**src/rtl/bdp_pkg.sv**
```systemverilog
// Package: shared types for the packed byte dot-product accumulator.
// Assumes: pairing codes are fixed by the top-level port encoding.
package bdp_pkg;
    // Signedness pairing, first letter describes src_a, second src_b.
    typedef enum logic [1:0] {
        PAIR_UU = 2'b00,
        PAIR_US = 2'b01,
        PAIR_SS = 2'b10,
        PAIR_SU = 2'b11
    } pair_e;
endpackage

```
**src/rtl/bdp_sat.sv**
```systemverilog
// Module: bdp_sat
// Narrows a wide exact lane sum to the accumulator width: by wrapping,
// by a signed clamp, or by an unsigned ceiling.
// Assumes: WW > AW, and in unsigned mode the wide value is never negative.
module bdp_sat #(
    parameter int AW = 32,
    parameter int WW = 34
) (
    input  logic          sat,
    input  logic          uns,
    input  logic [WW-1:0] wide,
    output logic [AW-1:0] res
);
    localparam logic signed [WW-1:0] SMAX = {{(WW-AW+1){1'b0}}, {(AW-1){1'b1}}};
    localparam logic signed [WW-1:0] SMIN = {{(WW-AW+1){1'b1}}, {(AW-1){1'b0}}};

    // Pick the wrapped value, the clamped signed value or the unsigned ceiling.
    always_comb begin
        res = wide[AW-1:0];
        if (sat) begin
            if (uns) begin
                if (wide[WW-1:AW] != '0) res = '1;
            end else if ($signed(wide) > SMAX) begin
                res = SMAX[AW-1:0];
            end else if ($signed(wide) < SMIN) begin
                res = SMIN[AW-1:0];
            end
        end
    end
endmodule

```
**src/rtl/bdp_lane.sv**
```systemverilog
// Module: bdp_lane
// One lane: extends each byte according to the pairing, multiplies the
// byte pairs, adds the products, adds the sum to the accumulator, then
// wraps or clamps.
// Assumes: purely combinational; the top registers the result.
module bdp_lane
    import bdp_pkg::*;
#(
    parameter int BYTES = 4,
    parameter int BW    = 8,
    parameter int AW    = BYTES * BW
) (
    input  pair_e               pair,
    input  logic                sat,
    input  logic [BYTES*BW-1:0] a,
    input  logic [BYTES*BW-1:0] b,
    input  logic [AW-1:0]       acc,
    output logic [AW-1:0]       res
);
    localparam int PW = 2 * (BW + 1);
    localparam int SW = PW + $clog2(BYTES) + 1;
    localparam int WW = ((AW > SW) ? AW : SW) + 2;

    logic                 a_sgn, b_sgn, uns;
    logic signed [BW:0]   xa [BYTES];
    logic signed [BW:0]   xb [BYTES];
    logic signed [PW-1:0] prod [BYTES];
    logic signed [SW-1:0] psum;
    logic        [WW-1:0] acc_w, sum_w, wide;

    // Decode, for each source, whether its bytes are signed.
    always_comb begin
        a_sgn = (pair == PAIR_SS) || (pair == PAIR_SU);
        b_sgn = (pair == PAIR_SS) || (pair == PAIR_US);
        uns   = (pair == PAIR_UU);
    end

    // Extend and multiply every byte pair.
    for (genvar k = 0; k < BYTES; k++) begin : g_mul
        assign xa[k]   = {a_sgn & a[k*BW+BW-1], a[k*BW +: BW]};
        assign xb[k]   = {b_sgn & b[k*BW+BW-1], b[k*BW +: BW]};
        assign prod[k] = xa[k] * xb[k];
    end

    // Add the products at full precision.
    always_comb begin
        psum = '0;
        for (int k = 0; k < BYTES; k++) psum = psum + SW'(prod[k]);
    end

    // Add to the accumulator; it is unsigned only for the uu pairing.
    always_comb begin
        acc_w = {{(WW-AW){~uns & acc[AW-1]}}, acc};
        sum_w = {{(WW-SW){psum[SW-1]}}, psum};
        wide  = acc_w + sum_w;
    end

    bdp_sat #(.AW(AW), .WW(WW)) u_sat (
        .sat  (sat),
        .uns  (uns),
        .wide (wide),
        .res  (res)
    );

    // Clamping never moves the result below the accumulator when the sum is not negative.
    always_comb begin
        if (sat && uns) begin
            assert_uu_floor_R8: assert (res >= acc);
        end
        if (sat && !uns && !psum[SW-1]) begin
            assert_sat_no_drop_R7: assert ($signed(res) >= $signed(acc));
        end
    end
endmodule

```
**src/rtl/byte_dot_acc.sv**
```systemverilog
// Module: byte_dot_acc (top)
// Packed byte dot-product accumulator: LANES lanes, each built as a
// bdp_lane, feeding one registered result stage with a valid/ready handshake.
// Assumes: synchronous active-low reset; one request in flight at most.
module byte_dot_acc
    import bdp_pkg::*;
#(
    parameter int LANES = 4,
    parameter int BYTES = 4,
    parameter int BW    = 8
) (
    input  logic                        clk,
    input  logic                        rst_n,
    input  logic                        req_valid,
    output logic                        req_ready,
    input  logic [1:0]                  op_pair,
    input  logic                        op_sat,
    input  logic [LANES*BYTES*BW-1:0]   src_a,
    input  logic [LANES*BYTES*BW-1:0]   src_b,
    input  logic [LANES*BYTES*BW-1:0]   acc_in,
    output logic                        res_valid,
    input  logic                        res_ready,
    output logic [LANES*BYTES*BW-1:0]   res_data
);
    localparam int AW = BYTES * BW;
    localparam int VW = LANES * AW;

    pair_e          pair;
    logic [VW-1:0]  lane_res;
    logic           take;

    assign pair = pair_e'(op_pair);

    // One lane per 32-bit slice of the vectors.
    for (genvar n = 0; n < LANES; n++) begin : g_lane
        bdp_lane #(.BYTES(BYTES), .BW(BW), .AW(AW)) u_lane (
            .pair (pair),
            .sat  (op_sat),
            .a    (src_a[n*AW +: AW]),
            .b    (src_b[n*AW +: AW]),
            .acc  (acc_in[n*AW +: AW]),
            .res  (lane_res[n*AW +: AW])
        );
    end

    // Accept when the result register is empty or being drained.
    always_comb begin
        req_ready = !res_valid || res_ready;
        take      = req_valid && req_ready;
    end

    // Result register: load on accept, clear valid on drain, hold on stall.
    always_ff @(posedge clk) begin
        if (!rst_n) begin
            res_valid <= 1'b0;
            res_data  <= '0;
        end else if (take) begin
            res_valid <= 1'b1;
            res_data  <= lane_res;
        end else if (res_ready) begin
            res_valid <= 1'b0;
        end
    end

    assert_reset_clear_R11: assert property (@(posedge clk)
        !rst_n |=> (!res_valid && res_data == '0));

    assert_accept_valid_R9: assert property (@(posedge clk) disable iff (!rst_n)
        (req_valid && req_ready) |=> res_valid);

    assert_stall_hold_R10: assert property (@(posedge clk) disable iff (!rst_n)
        (res_valid && !res_ready) |=> (res_valid && $stable(res_data)));
endmodule

```
**config.mk**
```make
export PLATFORM = sky130hd
export DESIGN_NAME = byte_dot_acc
export DESIGN_NICKNAME = d
export VERILOG_FILES = /design/src/rtl/bdp_pkg.sv /design/src/rtl/bdp_sat.sv /design/src/rtl/bdp_lane.sv /design/src/rtl/byte_dot_acc.sv
export SDC_FILE = /design/constraint.sdc
export NUM_CORES = 2
export LEC_CHECK = 0
export BUFFER_PORTS_ARGS = -buffer_cell sky130_fd_sc_hd__buf_2
export CAP_MARGIN = 40
export CELL_PAD_IN_SITES_DETAIL_PLACEMENT = 1
export CELL_PAD_IN_SITES_GLOBAL_PLACEMENT = 1
export CORE_AREA = 3 3 414 416
export CTS_CLUSTER_DIAMETER = 50
export DETAILED_ROUTE_END_ITERATION = 7
export DIE_AREA = 0 0 417 419
export GPL_TIMING_DRIVEN = 1
export PLACE_DENSITY_LB_ADDON = 0.25
export SKIP_CTS_REPAIR_TIMING = 1
export SLEW_MARGIN = 20
export SYNTH_ARGS = -nofsm -noshare
export SYNTH_HDL_FRONTEND = slang
export SYNTH_SLANG_ARGS = --single-unit
```
**constraint.sdc**
```tcl
create_clock -name clk -period 13.2 [get_ports clk]
set_input_delay 0.66 -clock clk [delete_from_list [all_inputs] [get_ports clk]]
set_output_delay 0.66 -clock clk [all_outputs]
set_load 0.01 [all_outputs]
```
### Word level (Yosys, flattened, before mapping)

Index checks and enable logic that the tools add are counted.
W data, S select, Z words.

| cells by class | value |
|---|---|
| shifts and indexed selects | 0 |
| $mul | 16 |
| bitwise logic cells | 37 |
| reductions and logical operators | 11 |
| muxes and demuxes | 22 |
| equal/unequal tests | 3 |
| magnitude comparators | 8 |
| divide/modulo/power cells | 0 |
| add/subtract/negate cells | 16 |

Operators by type and width:

| kind | count |
|---|---|
| $mux W32 | 20 |
| $mul A9 B9 Y18 | 16 |
| $add A33 B21 Y34 | 4 |
| $gt A34 B32 Y1 const B | 4 |
| $lt A34 B32 Y1 const B | 4 |
| $add A21 B18 Y21 | 4 |
| $add A19 B18 Y20 | 4 |
| $add A18 B18 Y19 | 4 |
| $and A1 B1 Y1 | 36 |
| $reduce_bool A2 Y1 | 5 |
| $eq A2 B2 Y1 const B | 2 |
| $logic_or A1 B1 Y1 | 3 |
| $eq A2 B1 Y1 const B | 1 |
| $logic_not A2 Y1 | 1 |
| $mux W1 | 2 |
| $logic_and A1 B1 Y1 | 1 |
| $logic_not A1 Y1 | 1 |
| $not A1 Y1 | 1 |

| storage, ports and cells | value |
|---|---|
| memories | 0 |
| RAM bits | 0 |
| bits in latches | 0 |
| ROM bits | 0 |
| flip-flop bits (word level) | 129 |
| bits of input ports | 391 |
| word-level logic and storage cells | 115 |

### Depth between registers and ports, before layout

| depth | value |
|---|---|
| word-level depth | 13 |
| gate-level depth with buffers | 56 |

### Cells and area by module

A second synthesis with hierarchy kept.

| second synthesis, totals | value |
|---|---|
| cells, all modules | 8,652 |
| area, all modules | 78,357.7 µm² |

Modules (own cells, without submodules):

| module | times used | sequential area each (µm²) | area each (µm²) | cells an instance |
|---|---|---|---|---|
| bdp_lane at g_lane[1].u_lane ... | 2 | 0.0 | 16,867.4 | 1,807 |
| bdp_lane at g_lane[0].u_lane | 1 | 0.0 | 17,187.7 | 1,889 |
| bdp_lane at g_lane[3].u_lane | 1 | 0.0 | 17,056.4 | 1,848 |
| byte_dot_acc | 1 | 2,582.5 | 5,238.8 | 561 |
| bdp_sat | 4 | 0.0 | 1,285.0 | 185 |

### Least setup slack after synthesis

Ideal clock, no wire load.

| timing path | value |
|---|---|
| kind | input-to-reg |
| start | in op_pair[1] |
| end | reg res_data[11] |
| required time | 13.122 ns |
| path buffers | 5 |
| stages on the path | 49 |
| setup time | 0.078 ns |
| path slack | -0.576 ns |
| data arrival time | 13.698 ns |
| path through | clkbuf_1 clkbuf_1 inv_1 ha_1 clkbuf_1 clkbuf_1 nand2_1 or2_2 fa_1 inv_1 fa_1 inv_1 fa_1 fa_1 inv_1 fa_1 fa_1 fa_1 [13 not listed] o21ai_0 a21oi_1 a41o_1 o41a_1 xnor2_1 ha_1 a21o_1 a21o_1 a21o_1 a2111oi_0 nor3_1 a21o_1 a41oi_1 xor2_1 a311oi_2 buf_2 nor3_1 nor3_1 |

| on the way | value |
|---|---|
| cells in the longest elaborated chain, start to end | 13 |
| elaborated cells between the ends (all ways) | 32 |
| classes of those cells | 4 x add/sub; 4 x mul; 2 x order compare; 3 x eq/ne; 5 x mux; 10 x bitwise; 4 x reduce/logical |

Ends and longest elaborated chain:

| item | RTL line | text |
|---|---|---|
| start: declaration | byte_dot_acc.sv:16 | `input logic [1:0] op_pair,` |
| $eq A2 B2 Y1 (tied with other cells) | bdp_lane.sv:33, bdp_lane.sv:34 |  |
| $logic_or A1 B1 Y1, on equally long branches | bdp_lane.sv:33, bdp_lane.sv:34 |  |
| $and A1 B1 Y1, on equally long branches | bdp_lane.sv:40, bdp_lane.sv:41 |  |
| $mul A9 B9 Y18 | bdp_lane.sv:42 | `assign prod[k] = xa[k] * xb[k];` |
| $add A18 B18 Y19 | bdp_lane.sv:48 | `for (int k = 0; k < BYTES; k++) psum = psum + SW'(prod[k]);` |
| $add A19 B18 Y20 | bdp_lane.sv:48 |  |
| $add A21 B18 Y21 | bdp_lane.sv:48 |  |
| $add A33 B21 Y34 | bdp_lane.sv:55 | `wide = acc_w + sum_w;` |
| $lt A34 B32 Y1 | bdp_sat.sv:25 | `end else if ($signed(wide) < SMIN) begin` |
| $mux W32 | bdp_sat.sv:25 |  |
| $mux W32 | bdp_sat.sv:23 | `end else if ($signed(wide) > SMAX) begin` |
| $mux W32 | bdp_sat.sv:21 | `if (uns) begin` |
| $mux W32 (*) | bdp_sat.sv:20 | `if (sat) begin` |
| end signal: assignment | byte_dot_acc.sv:59 | `res_data <= lane_res;` |
| end: declaration | byte_dot_acc.sv:23 | `output logic [LANES*BYTES*BW-1:0] res_data` |

Mark *: on every way between the ends. The rest lies on a longest branch, timed or not.
A chain may end at the register's enable or synchronous reset.

### Worst setup path in the final report

| timing path | value |
|---|---|
| start | in op_pair[0] |
| end | reg res_data[19] |

Same word-level chain as after synthesis.

==> run_results.csv <==
group,metric,value,unit
clock_network,clkLatencyLatePin,0.45,ns
floorplan,die_h,419,um
floorplan,die_w,417,um
clock_network,tritoncts,"built",
place,place_hpwl,186000,um
global_routing,antenna_found_initial,67,
logic_synthesis,synth_top_cell_by_area,"fa_1",
setup_path,required,13.56,ns
drt,drt-wirelength-per-cell,20.0,um
global_routing,grt_pass1_wl,327000,um
worst_hold_path,hp-start,"req_valid",
global_routing,grt_max_degree,69,
setup_path,end_kind,"register",
logic_synthesis,syn-num-nets,9966,
setup_path,crit_fanout,22,
clock_network,clkTransAtPathRegs,0.08,ns
finish,multi_input_comb_area,57600,sq um
worst_hold_path,hold_path.class,"in2reg",
logic_synthesis,synth_mux_area_share,0.155,%
drt,drc_errors,0,
finish,final_cells,10200,
setup_path,arrival,13.01,ns
clock_network,htreeDepth,4,
sta,setup_viol,0,
logic_synthesis,ys.flop_type,"dfxtp_1",
logic_synthesis,synth_warnings,0,
floorplan,rows,150,
clock_network,ctsLongestPathBuffers,2,
place,dp_cells,10100,
global_routing,grt_pass1_vias,58600,
setup_path,critical_path_class,"in2reg",
sta,period_needed,12.65,ns
global_routing,overflow,0,
sta,fin_tns_setup,0,ns
setup_path,rr_startpoint,"res_valid",
setup_path,ff2ff_path_depth,10,
sta,slew_violations,0,
logic_synthesis,synth_area_leaders,"fa_1 (45%), ha_1 (14%), inv_1 (9.2%)",
drt,routed_wirelength,204000,um
logic_synthesis,synth-async-reset-ratio,0,%
floorplan,core_area,168000,sq um
finish,layout.nets,10600,
clock_network,cts_buffers,17,
logic_synthesis,synth_top_area_share,45.0,%
drt,ant_nets,0,
logic_synthesis,ys_ff_latch,129,
finish,nFillCells,19600,
logic_synthesis,synth-compound-area-share,8.10,%
logic_synthesis,yosys.area_share.simple,14.6,%
floorplan,initial_core_util,39.9,%
logic_synthesis,synth_cell_types,85,
logic_synthesis,synth_fa_ha_area_share,58.9,%
logic_synthesis,synth-xor-area-share,3.81,%
sta,fin_crit_sh,95.8,%
sta,tightestPinTransition,0.858,ns
finish,seqCellArea,2580,sq um
global_routing,grtUsageTotal,23.9,%
job,max-cap-violations,0,
setup_path,r2r_end,"res_data[99]",
sta,rsz0062_at_grt,"false",
drt,avgViaCountPerCell,5.05,
floorplan,top_level_ports,521,
finish,area_growth,12.0,%
sta,max_freq,79.1,MHz
logic_synthesis,synthTopCellsByCount,"inv_1 (1,632), fa_1 (1,504), nand2_1 (746)",
setup_path,r2r_slack,9.96,ns
sta,max_slew_margin,42.8,%
place,place.gp.congestion,0.899,
logic_synthesis,syn_inst,7327,
place,io_buffers,520,
logic_synthesis,synth-edff-count,0,
clock_network,ctsRootBufferMaster,"clkbuf_16",
finish,drive_above_1_share,13.4,%
setup_path,crit_path_top_delay_cell,"fa_1",
setup_path,startpoint_type,"input pin",
sta,skew,0.0163,ns
clock_network,cts_sinks,129,
drt,dr_total_vias,51500,
drt,dr.first_iter.drc_count,2010,
floorplan,die_area,175000,sq um
worst_hold_path,min_path_cells,3,
logic_synthesis,yosysMostFrequentCell,"inv_1",
drt,drt-pass1-iter-count,5,
logic_synthesis,avgSynthCellArea,9.13,sq um
logic_synthesis,ys_seq_area_share,3.86,%
worst_hold_path,hold_path_end,"res_valid",
setup_path,slowest_delay,0.55,ns
setup_path,crit_top_cell,"fa_1",
logic_synthesis,mappedNetlistArea,66900,sq um
run_status,status,"finished clean",
logic_synthesis,synth_top_family_by_area,"adder cells",
sta,finalHoldViolCount,0,
[layout by cell type (no fill, tap or decap), drive strengths merged, types with 12 or more instances in the layout]
cell type,instances
ha,744
a211oi,23
nand3,73
o2111ai,12
clkbuf,17
nor3,91
nand2,746
nand2b,35
nand4,16
xor2,64
nor2b,40
a21oi,248
a21boi,26
inv,1641
o221a,29
or2,90
o21ai,165
a21o,94
fa,1504
and3,67
and2,556
a22oi,26
o21a,34
dfxtp,129
a31oi,25
xnor2,221
buf,843
o211ai,12
diode,29
o21bai,28
nor2,236
[how the worst max path moves through the flow]
| stage | startpoint | to | slack, ns | depth (start not counted) |
|---|---|---|---|---|
| final | op_pair[0] | res_data[19] | 0.55 | 50 |
| after CTS | op_pair[0] | res_data[42] | 0.04 | 52 |
| after global routing | src_b[80] | res_data[74] | 0.007 | 53 |
| after global placement | op_pair[0] | res_data[68] | -0.17 | 51 |
| after detailed placement | op_pair[0] | res_data[42] | -0.42 | 52 |
| after floorplan | op_pair[1] | res_data[84] | 0.06 | 55 |
[worst max-delay path, delay by kind of cell]
family | cells | cell delay (ns)
AND/OR/NAND/NOR | 6 | 0.73
XOR/XNOR | 3 | 0.44
AO/OA/AOI/OAI | 15 | 3.57
adder cells (fa/ha/maj) | 15 | 6.43
buffers and inverters | 11 | 1.10
[layout make-up]
cell class,count,area share [%]
repair buffers,843,6.98
multi-input cells,5335,76.8
clock buffers,17,0.567
clock inverters,15,0.254
diodes,29,0.0968
well taps,2204,3.68
inverters,1632,8.17
flip-flops and latches,129,3.44
[registers in the layout (all words and copies together) (netlist names)]
register / cells
res_data: 128
res_valid: 1
[kinds of logic after synthesis]
logic type / Yosys count
xor gates and xnor gates: 287
muxes: 9
DFF: 129
adders and majority gates: 2248
AOI/OAI and AO/OA: 809
buffers and inverters: 1863
and+or+nand+nor: 1982
[metrics by stage]
step | area [sq um] | hold slack (ns) | setup slack [ns] | utilization (%)
finish | 75000 | 0.463 | 0.553 | 44.7
global route | 75000 | 0.475 | 0.00734 | 44.7
CTS | 74600 | 0.441 | 0.0409 | 44.5
detailed placement | 74000 | 0.439 | -0.421 | 44.1
global placement | 73900 | 0.444 | -0.170 | 44.1
floorplan | 67000 | 0.463 | 0.0586 | -
[layer usage]
metal | track usage, % | vias up | part of all wire [%]
li1 | - | 23700 | -
met4 | 9.63 | 12 | 4.9
met2 | 44.8 | 758 | 54
met3 | 1.53 | 283 | 2.1
met1 | 28.3 | 26800 | 39
met5 | 0 | - | 0.031
Power is left out: the tool's default activity adds up to more than one toggle a clock period on the data nets, which glitch-free logic cannot reach.
